### config.mk
export PLATFORM = sky130hd
export DESIGN_NAME = hier_dma_seq
export DESIGN_NICKNAME = d
export VERILOG_FILES = /design/src/rtl/hds_pkg.sv /design/src/rtl/hds_cfg_check.sv /design/src/rtl/hds_level_ctr.sv /design/src/rtl/hds_addr_reg.sv /design/src/rtl/hier_dma_seq.sv
export SDC_FILE = /design/constraint.sdc
export NUM_CORES = 1
export LEC_CHECK = 0
export ABC_CLOCK_PERIOD_IN_PS = 7200
export BUFFER_PORTS_ARGS = -buffer_cell sky130_fd_sc_hd__buf_2
export CAP_MARGIN = 20
export CORE_AREA = 2 2 184 186
export DETAILED_ROUTE_END_ITERATION = 12
export DIE_AREA = 0 0 186 188
export PLACE_DENSITY = 0.77
export SLEW_MARGIN = 0
export SYNTH_ARGS = -nofsm -noshare
export SYNTH_HDL_FRONTEND = slang
export SYNTH_SLANG_ARGS = --single-unit
### constraint.sdc
create_clock -name clk -period 7.2 [get_ports clk]
set_input_delay 2.16 -clock clk [delete_from_list [all_inputs] [get_ports clk]]
set_output_delay 2.16 -clock clk [all_outputs]
set_load 0.01 [all_outputs]
### src/rtl/hds_pkg.sv
package hds_pkg;

  localparam int NLVL = 3;

  typedef enum logic [1:0] {
    RQ_FRAG  = 2'd0,
    RQ_BLOCK = 2'd1,
    RQ_XACT  = 2'd2,
    RQ_CHAIN = 2'd3
  } rq_mode_t;

  typedef enum logic [1:0] {
    ST_IDLE = 2'd0,
    ST_RD   = 2'd1,
    ST_WR   = 2'd2,
    ST_PARK = 2'd3
  } seq_state_t;

  function automatic logic [2:0] elem_bytes(input logic [1:0] code);
    case (code)
      2'd0:    elem_bytes = 3'd1;
      2'd1:    elem_bytes = 3'd2;
      2'd2:    elem_bytes = 3'd4;
      default: elem_bytes = 3'd0;
    endcase
  endfunction

endpackage

### src/rtl/hds_cfg_check.sv
module hds_cfg_check import hds_pkg::*; #(
  parameter int CNT_W = 28
) (
  input  logic [1:0]                 mode,
  input  logic [1:0]                 src_w,
  input  logic [1:0]                 dst_w,
  input  logic [NLVL-1:0][CNT_W-1:0] lens,
  output logic                       bad
);

  logic [CNT_W-1:0] align_mask;
  logic             len_bad;

  assign align_mask = CNT_W'(elem_bytes(src_w)) - CNT_W'(1);

  always_comb begin
    len_bad = 1'b0;
    for (int i = 0; i < NLVL; i++) begin
      if (lens[i] == '0)                len_bad = 1'b1;
      if ((lens[i] & align_mask) != '0) len_bad = 1'b1;
    end
  end

  assign bad = (mode == RQ_CHAIN) | (src_w == 2'd3) | (src_w != dst_w) | len_bad;

endmodule

### src/rtl/hds_level_ctr.sv
module hds_level_ctr #(
  parameter int CNT_W = 28
) (
  input  logic             clk,
  input  logic             rst_n,
  input  logic             clr,
  input  logic             adv,
  input  logic [2:0]       inc,
  input  logic [CNT_W-1:0] len,
  input  logic             end_in,
  output logic             end_out
);

  logic [CNT_W-1:0] cnt_q, cnt_d, sum;
  logic             hit;

  assign sum     = cnt_q + CNT_W'(inc);
  assign hit     = (sum >= len);
  assign end_out = hit | end_in;

  always_comb begin
    cnt_d = cnt_q;
    if (clr)      cnt_d = '0;
    else if (adv) cnt_d = end_out ? '0 : sum;
  end

  always_ff @(posedge clk or negedge rst_n) begin
    if (!rst_n)          cnt_q <= '0;
    else if (clr | adv)  cnt_q <= cnt_d;
  end

endmodule

### src/rtl/hds_addr_reg.sv
module hds_addr_reg #(
  parameter int ADDR_W = 36,
  parameter int STEP_W = 16
) (
  input  logic              clk,
  input  logic              rst_n,
  input  logic              load,
  input  logic [ADDR_W-1:0] base,
  input  logic              adv,
  input  logic              hold,
  input  logic [STEP_W-1:0] step,
  output logic [ADDR_W-1:0] addr
);

  logic [ADDR_W-1:0] addr_q, addr_d;
  logic              upd;

  assign upd = load | (adv & ~hold);

  always_comb begin
    addr_d = addr_q;
    if (load)     addr_d = base;
    else if (upd) addr_d = addr_q + ADDR_W'(step);
  end

  always_ff @(posedge clk or negedge rst_n) begin
    if (!rst_n)   addr_q <= '0;
    else if (upd) addr_q <= addr_d;
  end

  assign addr = addr_q;

endmodule

### src/rtl/hier_dma_seq.sv
module hier_dma_seq import hds_pkg::*; #(
  parameter int ADDR_LO_W  = 32,
  parameter int ADDR_HI_W  = 4,
  parameter int STEP_W     = 16,
  parameter int DATA_W     = 32,
  parameter int FRAG_LEN_W = 17,
  parameter int BLK_LEN_W  = 17,
  parameter int XACT_LEN_W = 28,
  localparam int ADDR_W    = ADDR_LO_W + ADDR_HI_W,
  localparam int SWORD_W   = 2 * STEP_W
) (
  input  logic                  clk,
  input  logic                  rst_n,
  input  logic                  start,
  input  logic [ADDR_LO_W-1:0]  src_lo,
  input  logic [ADDR_HI_W-1:0]  src_top,
  input  logic [ADDR_LO_W-1:0]  dst_lo,
  input  logic [ADDR_HI_W-1:0]  dst_top,
  input  logic [1:0]            src_width,
  input  logic [1:0]            dst_width,
  input  logic [SWORD_W-1:0]    step_word,
  input  logic                  hold_en,
  input  logic                  hold_sel,
  input  logic [FRAG_LEN_W-1:0] frag_len,
  input  logic [BLK_LEN_W-1:0]  blk_len,
  input  logic [XACT_LEN_W-1:0] xact_len,
  input  logic [1:0]            req_mode,
  output logic                  mem_rd_en,
  output logic [ADDR_W-1:0]     mem_rd_addr,
  output logic [1:0]            mem_rd_size,
  input  logic [DATA_W-1:0]     mem_rd_data,
  output logic                  mem_wr_en,
  output logic [ADDR_W-1:0]     mem_wr_addr,
  output logic [1:0]            mem_wr_size,
  output logic [DATA_W-1:0]     mem_wr_data,
  output logic                  frag_done,
  output logic                  blk_done,
  output logic                  xact_done,
  output logic                  cfg_err,
  output logic [ADDR_W-1:0]     dst_now
);

  localparam int FB_W  = (FRAG_LEN_W > BLK_LEN_W) ? FRAG_LEN_W : BLK_LEN_W;
  localparam int CNT_W = (XACT_LEN_W > FB_W) ? XACT_LEN_W : FB_W;

  // reset: asynchronous assertion, release aligned to clk
  logic [1:0] rst_pipe;
  logic       rst_i_n;

  always_ff @(posedge clk or negedge rst_n) begin
    if (!rst_n) rst_pipe <= 2'b00;
    else        rst_pipe <= {rst_pipe[0], 1'b1};
  end
  assign rst_i_n = rst_pipe[1];

  // settings check and latch
  logic [NLVL-1:0][CNT_W-1:0] len_in, len_q;
  logic                       cfg_bad, load;
  seq_state_t                 state_q, state_d;

  assign len_in[0] = CNT_W'(frag_len);
  assign len_in[1] = CNT_W'(blk_len);
  assign len_in[2] = CNT_W'(xact_len);

  hds_cfg_check #(.CNT_W(CNT_W)) i_check (
    .mode  (req_mode),
    .src_w (src_width),
    .dst_w (dst_width),
    .lens  (len_in),
    .bad   (cfg_bad)
  );

  assign load = start & (state_q == ST_IDLE) & ~cfg_bad;

  logic [1:0]        width_q;
  rq_mode_t          mode_q;
  logic [STEP_W-1:0] src_step_q, dst_step_q;
  logic              hold_src_q, hold_dst_q;

  always_ff @(posedge clk or negedge rst_i_n) begin
    if (!rst_i_n) begin
      width_q    <= 2'd0;
      mode_q     <= RQ_FRAG;
      src_step_q <= '0;
      dst_step_q <= '0;
      hold_src_q <= 1'b0;
      hold_dst_q <= 1'b0;
      len_q      <= '0;
    end else if (load) begin
      width_q    <= src_width;
      mode_q     <= rq_mode_t'(req_mode);
      src_step_q <= step_word[STEP_W-1:0];
      dst_step_q <= step_word[SWORD_W-1:STEP_W];
      hold_src_q <= hold_en & ~hold_sel;
      hold_dst_q <= hold_en & hold_sel;
      len_q      <= len_in;
    end
  end

  // nesting counters: each level ends on its own count or when the level above ends
  logic [2:0]      inc;
  logic            in_wr;
  logic [NLVL-1:0] lvl_end, lvl_up;

  assign inc   = elem_bytes(width_q);
  assign in_wr = (state_q == ST_WR);

  for (genvar g = 0; g < NLVL; g++) begin : g_lvl
    if (g == NLVL - 1) begin : g_outer
      assign lvl_up[g] = 1'b0;
    end else begin : g_inner
      assign lvl_up[g] = lvl_end[g+1];
    end
    hds_level_ctr #(.CNT_W(CNT_W)) i_ctr (
      .clk     (clk),
      .rst_n   (rst_i_n),
      .clr     (load),
      .adv     (in_wr),
      .inc     (inc),
      .len     (len_q[g]),
      .end_in  (lvl_up[g]),
      .end_out (lvl_end[g])
    );
  end

  // address registers
  logic [ADDR_W-1:0] src_addr, dst_addr;

  hds_addr_reg #(.ADDR_W(ADDR_W), .STEP_W(STEP_W)) i_src (
    .clk   (clk),
    .rst_n (rst_i_n),
    .load  (load),
    .base  ({src_top, src_lo}),
    .adv   (in_wr),
    .hold  (hold_src_q),
    .step  (src_step_q),
    .addr  (src_addr)
  );

  hds_addr_reg #(.ADDR_W(ADDR_W), .STEP_W(STEP_W)) i_dst (
    .clk   (clk),
    .rst_n (rst_i_n),
    .load  (load),
    .base  ({dst_top, dst_lo}),
    .adv   (in_wr),
    .hold  (hold_dst_q),
    .step  (dst_step_q),
    .addr  (dst_addr)
  );

  // sequencing
  logic stop_here;

  always_comb begin
    case (mode_q)
      RQ_FRAG:  stop_here = lvl_end[0];
      RQ_BLOCK: stop_here = lvl_end[1];
      default:  stop_here = lvl_end[2];
    endcase
  end

  always_comb begin
    state_d = state_q;
    case (state_q)
      ST_IDLE: if (load)  state_d = ST_RD;
      ST_RD:              state_d = ST_WR;
      ST_WR: begin
        if (lvl_end[2])     state_d = ST_IDLE;
        else if (stop_here) state_d = ST_PARK;
        else                state_d = ST_RD;
      end
      ST_PARK: if (start) state_d = ST_RD;
      default:            state_d = ST_IDLE;
    endcase
  end

  logic frag_d, blk_d, xact_d, err_d;
  logic frag_q, blk_q, xact_q, err_q;

  assign frag_d = in_wr & lvl_end[0];
  assign blk_d  = in_wr & lvl_end[1];
  assign xact_d = in_wr & lvl_end[2];
  assign err_d  = start & (state_q == ST_IDLE) & cfg_bad;

  always_ff @(posedge clk or negedge rst_i_n) begin
    if (!rst_i_n) begin
      state_q <= ST_IDLE;
      frag_q  <= 1'b0;
      blk_q   <= 1'b0;
      xact_q  <= 1'b0;
      err_q   <= 1'b0;
    end else begin
      state_q <= state_d;
      frag_q  <= frag_d;
      blk_q   <= blk_d;
      xact_q  <= xact_d;
      err_q   <= err_d;
    end
  end

  // memory port
  logic [DATA_W:0]   lane_one;
  logic [DATA_W-1:0] lane_mask;

  assign lane_one  = (DATA_W+1)'(1) << {inc, 3'b000};
  assign lane_mask = lane_one[DATA_W-1:0] - DATA_W'(1);

  assign mem_rd_en   = (state_q == ST_RD);
  assign mem_rd_addr = src_addr;
  assign mem_rd_size = width_q;
  assign mem_wr_en   = in_wr;
  assign mem_wr_addr = dst_addr;
  assign mem_wr_size = width_q;
  assign mem_wr_data = mem_rd_data & lane_mask;

  assign frag_done = frag_q;
  assign blk_done  = blk_q;
  assign xact_done = xact_q;
  assign cfg_err   = err_q;
  assign dst_now   = dst_addr;

endmodule

* After elaboration in Yosys (flattened, before gate mapping)
Index checks and enable logic that the tools add are counted.
W data, S select, Z words.
** Word-level totals
- Flip-flop bits (word level) :: 264
- Bits in latches :: 0
- Memory bits (writable) :: 0
- ROM bits :: 0
- Bits of input ports :: 209
- Output and inout bits :: 150
- Logic and storage cells :: 108
- Memories :: 0
** Operators by class
- Add/subtract/negate cells :: 7
- Multipliers :: 0
- Divide/modulo/power cells :: 0
- $lt $le $gt $ge :: 3
- Eq/ne operators :: 13
- Shift operators :: 1
- Muxes and demuxes :: 25
- Bitwise operators :: 26
- Reductions and logical operators :: 13
** Operators with widths (count)
- $mux W28 :: 9
- $add A28 B3 Y28 :: 3
- $logic_not A28 Y1 :: 3
- $reduce_bool A28 Y1 :: 3
- $add A36 B16 Y36 :: 2
- $mux W36 :: 2
- $and A17 B28 Y28 :: 2
- $ge A28 B17 Y1 :: 2
- $and A32 B32 Y32 :: 1
- $shl A1 B6 Y32 const A :: 1
- $sub A32 B1 Y32 const B :: 1
- $and A28 B28 Y28 :: 1
- $ge A28 B28 Y1 :: 1
- $pmux W3 S3 :: 2
- $eq A2 B2 Y1 const B :: 6
- $and A1 B1 Y1 :: 10
- $eq A2 B1 Y1 const B :: 4
- $logic_not A2 Y1 :: 4
- $mux W2 :: 4
- $or A1 B1 Y1 :: 8
- $pmux W2 S4 :: 1
- $mux W1 :: 6
- $not A1 Y1 :: 4
- $reduce_and A2 Y1 :: 2
- 6 further kinds :: 6

* Depth between registers and ports, before layout
- Depth in word-level cells :: 15
- Mapped depth :: 23
- Depth with buffers taken out :: 21

* By module
A second synthesis with hierarchy kept.
** Second synthesis, totals
- Cell total of the unflattened synthesis :: 1926
- Area, all modules :: 18985.7 µm²
** By module, submodules not included
- hds_level_ctr :: instances 3, cells an instance 308, area an instance 2800.2 µm², seq. area each 700.7 µm²
- hier_dma_seq :: instances 1, cells an instance 324, area an instance 4933.5 µm², seq. area each 2702.6 µm²
- hds_addr_reg at i_dst :: instances 1, cells an instance 328, area an instance 2752.6 µm², seq. area each 900.9 µm²
- hds_addr_reg at i_src :: instances 1, cells an instance 310, area an instance 2656.3 µm², seq. area each 900.9 µm²
- hds_cfg_check :: instances 1, cells an instance 40, area an instance 242.7 µm², seq. area each 0.0 µm²

* Least setup slack after synthesis
OpenSTA, ideal clock, no wires.
- Path kind :: register to register
- Start point :: reg width_q[1] (netlist: mem_rd_size[1])
- End point :: reg g_lvl[1].i_ctr.cnt_q[15]
- Arrival :: 4816 ps
- Path slack :: 2302 ps
- Stages on the path, launching flop included :: 21
- Path buffers :: 2
- Period minus slack after synthesis :: 4898 ps
- Cells stage by stage :: dfrtp_1 -> inv_1 -> ha_1 -> xor2_1 -> a22oi_1 -> o21ai_0 -> nor4b_1 -> nand2_1 -> nor2_1 -> xor2_1 -> ha_1 -> a2111oi_0 -> o21ai_0 -> a311oi_1 -> o22ai_1 -> a21oi_1 -> and3_1 -> clkbuf_1 -> clkbuf_1 -> nand3_1 -> a31oi_1
** Between the ends
- Longest elaborated chain between the ends :: 8
- Elaborated cells on any way between the ends :: 12
- Classes of those cells :: add/sub (2); order compare (2); eq/ne (2); mux (4); bitwise (1); reduce/logical (1)
** RTL lines
- from (decl) :: RTL line hier_dma_seq.sv:75 : logic [1:0] width_q;
- from (signal assigned) :: RTL line hier_dma_seq.sv:90 : width_q <= src_width;
- $eq A2 B2 Y1 (tied with other cells) :: RTL line hds_pkg.sv:20 : case (code)
- $pmux W3 S3 * :: RTL line hds_pkg.sv:20
- $add A28 B3 Y28 :: RTL line hds_level_ctr.sv:17 : assign sum = cnt_q + CNT_W'(inc);
- $ge A28 B17 Y1 / $ge A28 B28 Y1 (equally long branches) :: RTL line hds_level_ctr.sv:18 : assign hit = (sum >= len);
- $or A1 B1 Y1 :: RTL line hds_level_ctr.sv:19 : assign end_out = hit | end_in;
- $mux W28 * (2 in series) :: RTL line hds_level_ctr.sv:24 : else if (adv) cnt_d = end_out ? '0 : sum;
- $mux W28 * :: RTL line hds_level_ctr.sv:23 : if (clr) cnt_d = '0;
- to (signal assigned) :: RTL line hds_level_ctr.sv:29 : else if (clr | adv) cnt_q <= cnt_d;
- to (decl) :: RTL line hds_level_ctr.sv:14 : logic [CNT_W-1:0] cnt_q, cnt_d, sum;
Mark *: on every way between the ends. The rest lies on a longest branch, timed or not. The select of a mux whose other input is x is not followed.
A chain may end at the register's enable or synchronous reset.

* Worst setup path after layout
- Start point :: reg width_q[1] (netlist: mem_rd_size[1])
- End point :: reg g_lvl[2].i_ctr.cnt_q[21]
** Between the ends
- Longest elaborated chain between the ends :: 7
- Elaborated cells on any way between the ends :: 9
- Classes of those cells :: add/sub (1); order compare (1); eq/ne (2); mux (4); reduce/logical (1)
** RTL lines (RTL line)
- $eq A2 B2 Y1 (tied with other cells) :: hds_pkg.sv:20
- $pmux W3 S3 * :: hds_pkg.sv:20
- $add A28 B3 Y28 * :: hds_level_ctr.sv:17
- $ge A28 B28 Y1 :: hds_level_ctr.sv:18
- $mux W28 * (2 in series) :: hds_level_ctr.sv:24
- $mux W28 * :: hds_level_ctr.sv:23
- to (signal assigned) :: hds_level_ctr.sv:29
- to (decl) :: hds_level_ctr.sv:14
Marked as above.

==> impl_metrics.json <==
{
  "io_pins": 359,
  "start_kind": "flip-flop",
  "fin_skew_ns": 0.0279,
  "synthCells": 1855,
  "wl_met3_um": 2410,
  "cp.required_ns": 7.67,
  "drt_iter0_markers": 787,
  "cp_slowest_cell": "nor4b_1",
  "cts_buffers": 31,
  "hold_violations": 0,
  "clock_sinks": 264,
  "placed_area_um2": 18100,
  "finalCritPeriodShare": 0.883,
  "grt_pass1_wl_um": 72300,
  "synth_enable_flop_cells": 0,
  "drc": 0,
  "cts_tree": "yes",
  "rr_startpoint": "mem_rd_size[1]",
  "dr.pass1.iters": 5,
  "wire_per_inst_um": 17.1,
  "ys.flop_type": "dfrtp_1",
  "fill_cells": 2925,
  "powerDensity_nw_per_um2": 343,
  "drive_above_1_share": 0.207,
  "yosys_warnings": 0,
  "synth_cell_types": 79,
  "synthesis.nets": 2176,
  "critPathLaunch": "mem_rd_size[1]",
  "final_max_slew_viol_count": 0,
  "ant_nets": 0,
  "whs_path_depth": 0,
  "holdWs_ns": 0.350,
  "die_width_um": 186,
  "sw_frac_of_total": 0.393,
  "cts_setup_buffers": 0,
  "port-buffer-count": 358,
  "cp_cell_sequence": "inv_1 > ha_1 > xor2_1 > a22oi_1 > o21ai_0 > nor4b_1 > nand2_1 > nor2_1 > xor2_1 > ha_1 > a2111oi_0 > o21ai_0 > a311oi_1 > o22ai_1 > a21oi_1 > nand3_1 > a21oi_1 > o21ai_0 > o31ai_1",
  "routed-wl-met2_um": 21000,
  "cts_resized": 0,
  "clkPwrFrac": 0.242,
  "antenna_found_initial": 7,
  "worst_slew_pin_slew_ns": 0.994,
  "vias": 14600,
  "cts.path.max_buffers": 3,
  "rsz0062_at_grt": "false",
  "path_delay_family": "compound AO/OA/AOI/OAI gates",
  "clkLatencyLatePin_ns": 0.57,
  "area_growth_pct": 18.1,
  "internal_power_mw": 4.00,
  "vdd_ir_drop_max_mv": 0.241,
  "final_cell_area_um2": 19200,
  "switching_power_mw": 2.59,
  "p_seq_frac": 0.350,
  "maxCapViolations": 0,
  "fin_setup_tns_ns": 0,
  "finalNetCount": 2464,
  "vias_per_cell": 5.57,
  "async_flop_share": 1.00,
  "routed_wl_um": 44900,
  "timing.slew.headroom": 0.328,
  "p_leak_nw": 9.44,
  "arrival_ns": 6.82,
  "worst-setup-path-type": "flip-flop to flip-flop",
  "combinationalPowerShare": 0.408,
  "setup_viol": 0,
  "dr.max_layer_used": "met4",
  "num_rows": 67,
  "crit_path_frequent_cell": "o21ai_0",
  "clk_pin_slew_ns": 0.06,
  "initial_core_util": 0.491,
  "seq_area_frac_synth": 0.406,
  "worst-path-stages": 19,
  "hp-start": "rst_pipe[0]",
  "avgSynthCellArea_um2": 8.77,
  "synth-seq-cells": 264,
  "crit_path_max_incr_delay_ns": 0.88,
  "place_hpwl_um": 33200,
  "die_h_um": 188,
  "r2r_cells": 19,
  "gp_congestion": 0.928,
  "grt_max_degree": 244,
  "max_freq_mhz": 157,
  "finalCriticalPeriod_ns": 6.36,
  "critPathBufInv": 1,
  "grt_pass1_vias": 14100,
  "cts_max_level": 1,
  "root_buffer": "clkbuf_16",
  "met1_length_um": 19600,
  "cp_max_fo": 18,
  "overflow": 0,
  "core_area_um2": 33100,
  "outcome": "complete, no violations",
  "die-area_um2": 35000,
  "track_usage": 0.254,
  "holdBufCountCts": 0,
  "worst_hold_path_type": "flip-flop to flip-flop",
  "cp-end-kind": "flip-flop",
  "synth_area_um2": 16300
}
==> registers in the layout, summed over array words and instances, names as in the netlist, 2 cells and up <==
name,count
i_src.addr,36
len_q,62
rst_pipe,2
mode_q,2
i_dst.addr,36
state_q,2
dst_step_q,16
mem_rd_size,2
g_lvl.i_ctr.cnt_q,84
src_step_q,16
==> cells by family (layout without fill, tap and decap cells) <==
group / Yosys count / count (layout) / share of synthesized area
AOI/OAI and AO/OA: 444 / 444 / 0.174
adders and majority gates: 112 / 112 / 0.0871
xor gates and xnor gates: 113 / 113 / 0.0609
other: 1 / 8 / 0.000231
and+or+nand+nor: 708 / 708 / 0.209
muxes: 8 / 8 / 0.00539
buffers and inverters: 205 / 518 / 0.0573
DFF: 264 / 264 / 0.406
==> synthesized netlist by cell type, drive strengths merged, types with 9 or more instances <==
| cell type | instances | area (um^2) |
|---|---|---|
| a22o | 31 | 272 |
| nand3 | 49 | 250 |
| xor2 | 50 | 438 |
| a2111oi | 9 | 78.8 |
| a32o | 10 | 100 |
| or2 | 9 | 56.3 |
| ha | 110 | 1380 |
| o21ai | 168 | 841 |
| a21o | 18 | 135 |
| nor3 | 22 | 110 |
| a31oi | 21 | 131 |
| nand2b | 16 | 100 |
| o21a | 18 | 135 |
| nor2 | 101 | 387 |
| a211oi | 12 | 90.1 |
| inv | 90 | 338 |
| and2 | 55 | 344 |
| buf | 52 | 357 |
| a21oi | 80 | 400 |
| nor2b | 25 | 156 |
| nand2 | 317 | 1190 |
| xnor2 | 63 | 552 |
| clkbuf | 63 | 238 |
| and3 | 32 | 200 |
| nor4 | 25 | 171 |
| o31ai | 10 | 75.1 |
| nand4 | 20 | 131 |
| dfrtp | 264 | 6610 |
==> cell usage in the layout (no fill, tap or decap), types with 10 or more instances in the layout <==
| master | instances |
|---|---|
| nor2b_1 | 24 |
| nand2_1 | 316 |
| nand3_1 | 48 |
| inv_1 | 90 |
| a31oi_1 | 21 |
| o21a_1 | 18 |
| a32o_1 | 10 |
| nor2_1 | 99 |
| nor4_1 | 24 |
| nand2b_1 | 16 |
| nand4_1 | 19 |
| a21oi_1 | 80 |
| dfrtp_1 | 263 |
| nor3_1 | 22 |
| buf_2 | 360 |
| xnor2_1 | 63 |
| a22o_1 | 31 |
| and3_1 | 32 |
| a21o_1 | 18 |
| xor2_1 | 50 |
| ha_1 | 110 |
| clkbuf_8 | 10 |
| o31ai_1 | 10 |
| clkbuf_16 | 31 |
| and2_1 | 53 |
| o21ai_0 | 165 |
| a211oi_1 | 12 |
==> layout make-up <==
class | count | area, um^2 | share of cell area
clock inverter | 11 | 111 | 0.00580
tap | 448 | 561 | 0.0292
sequential | 264 | 6610 | 0.344
multi-input combinational | 1386 | 8740 | 0.455
clock buffer | 47 | 936 | 0.0487
inverter | 90 | 338 | 0.0176
timing repair buffer | 370 | 1900 | 0.0990
antenna | 7 | 17.5 | 0.000912
==> final timing paths <==
kind / to / slack, ns
worst max-delay path: g_lvl[2].i_ctr.cnt_q[21] / 0.84
worst min-delay path: rst_pipe[1] / 0.35
worst max register to register: g_lvl[2].i_ctr.cnt_q[21] / 0.84
worst min register to register: rst_pipe[1] / 0.35
max in group asynchronous: len_q[7] / 5.16
min in group asynchronous: len_q[64] / 0.48
==> through the flow <==
stage	utilization	power, mW	cells	setup WS (ns)
final	0.580	6.59	2623	0.842
after global routing	0.580	7.09	2623	0.324
after CTS	0.579	6.62	2614	1.01
after detailed placement	0.548	4.99	2556	1.06
after global placement	0.548	4.89	2556	1.54
after floorplan	-	4.17	1855	2.30
==> routing by layer <==
layer  vias up  global-route usage
li1       7033                   -
met1      6971               0.346
met2       489               0.411
met3       110              0.0285
met4         0               0.107
met5         -                   0
==> power groups by stage <==
stage	logic (mW)	clock network, mW	registers, mW
after CTS	2.69	1.63	2.30
after global routing	3.04	1.69	2.37
after floorplan	1.83	0	2.33
final	2.69	1.59	2.31
after global placement	2.59	0	2.30
after detailed placement	2.67	0	2.32
Note: power is estimated with default switching activity, not from simulation.
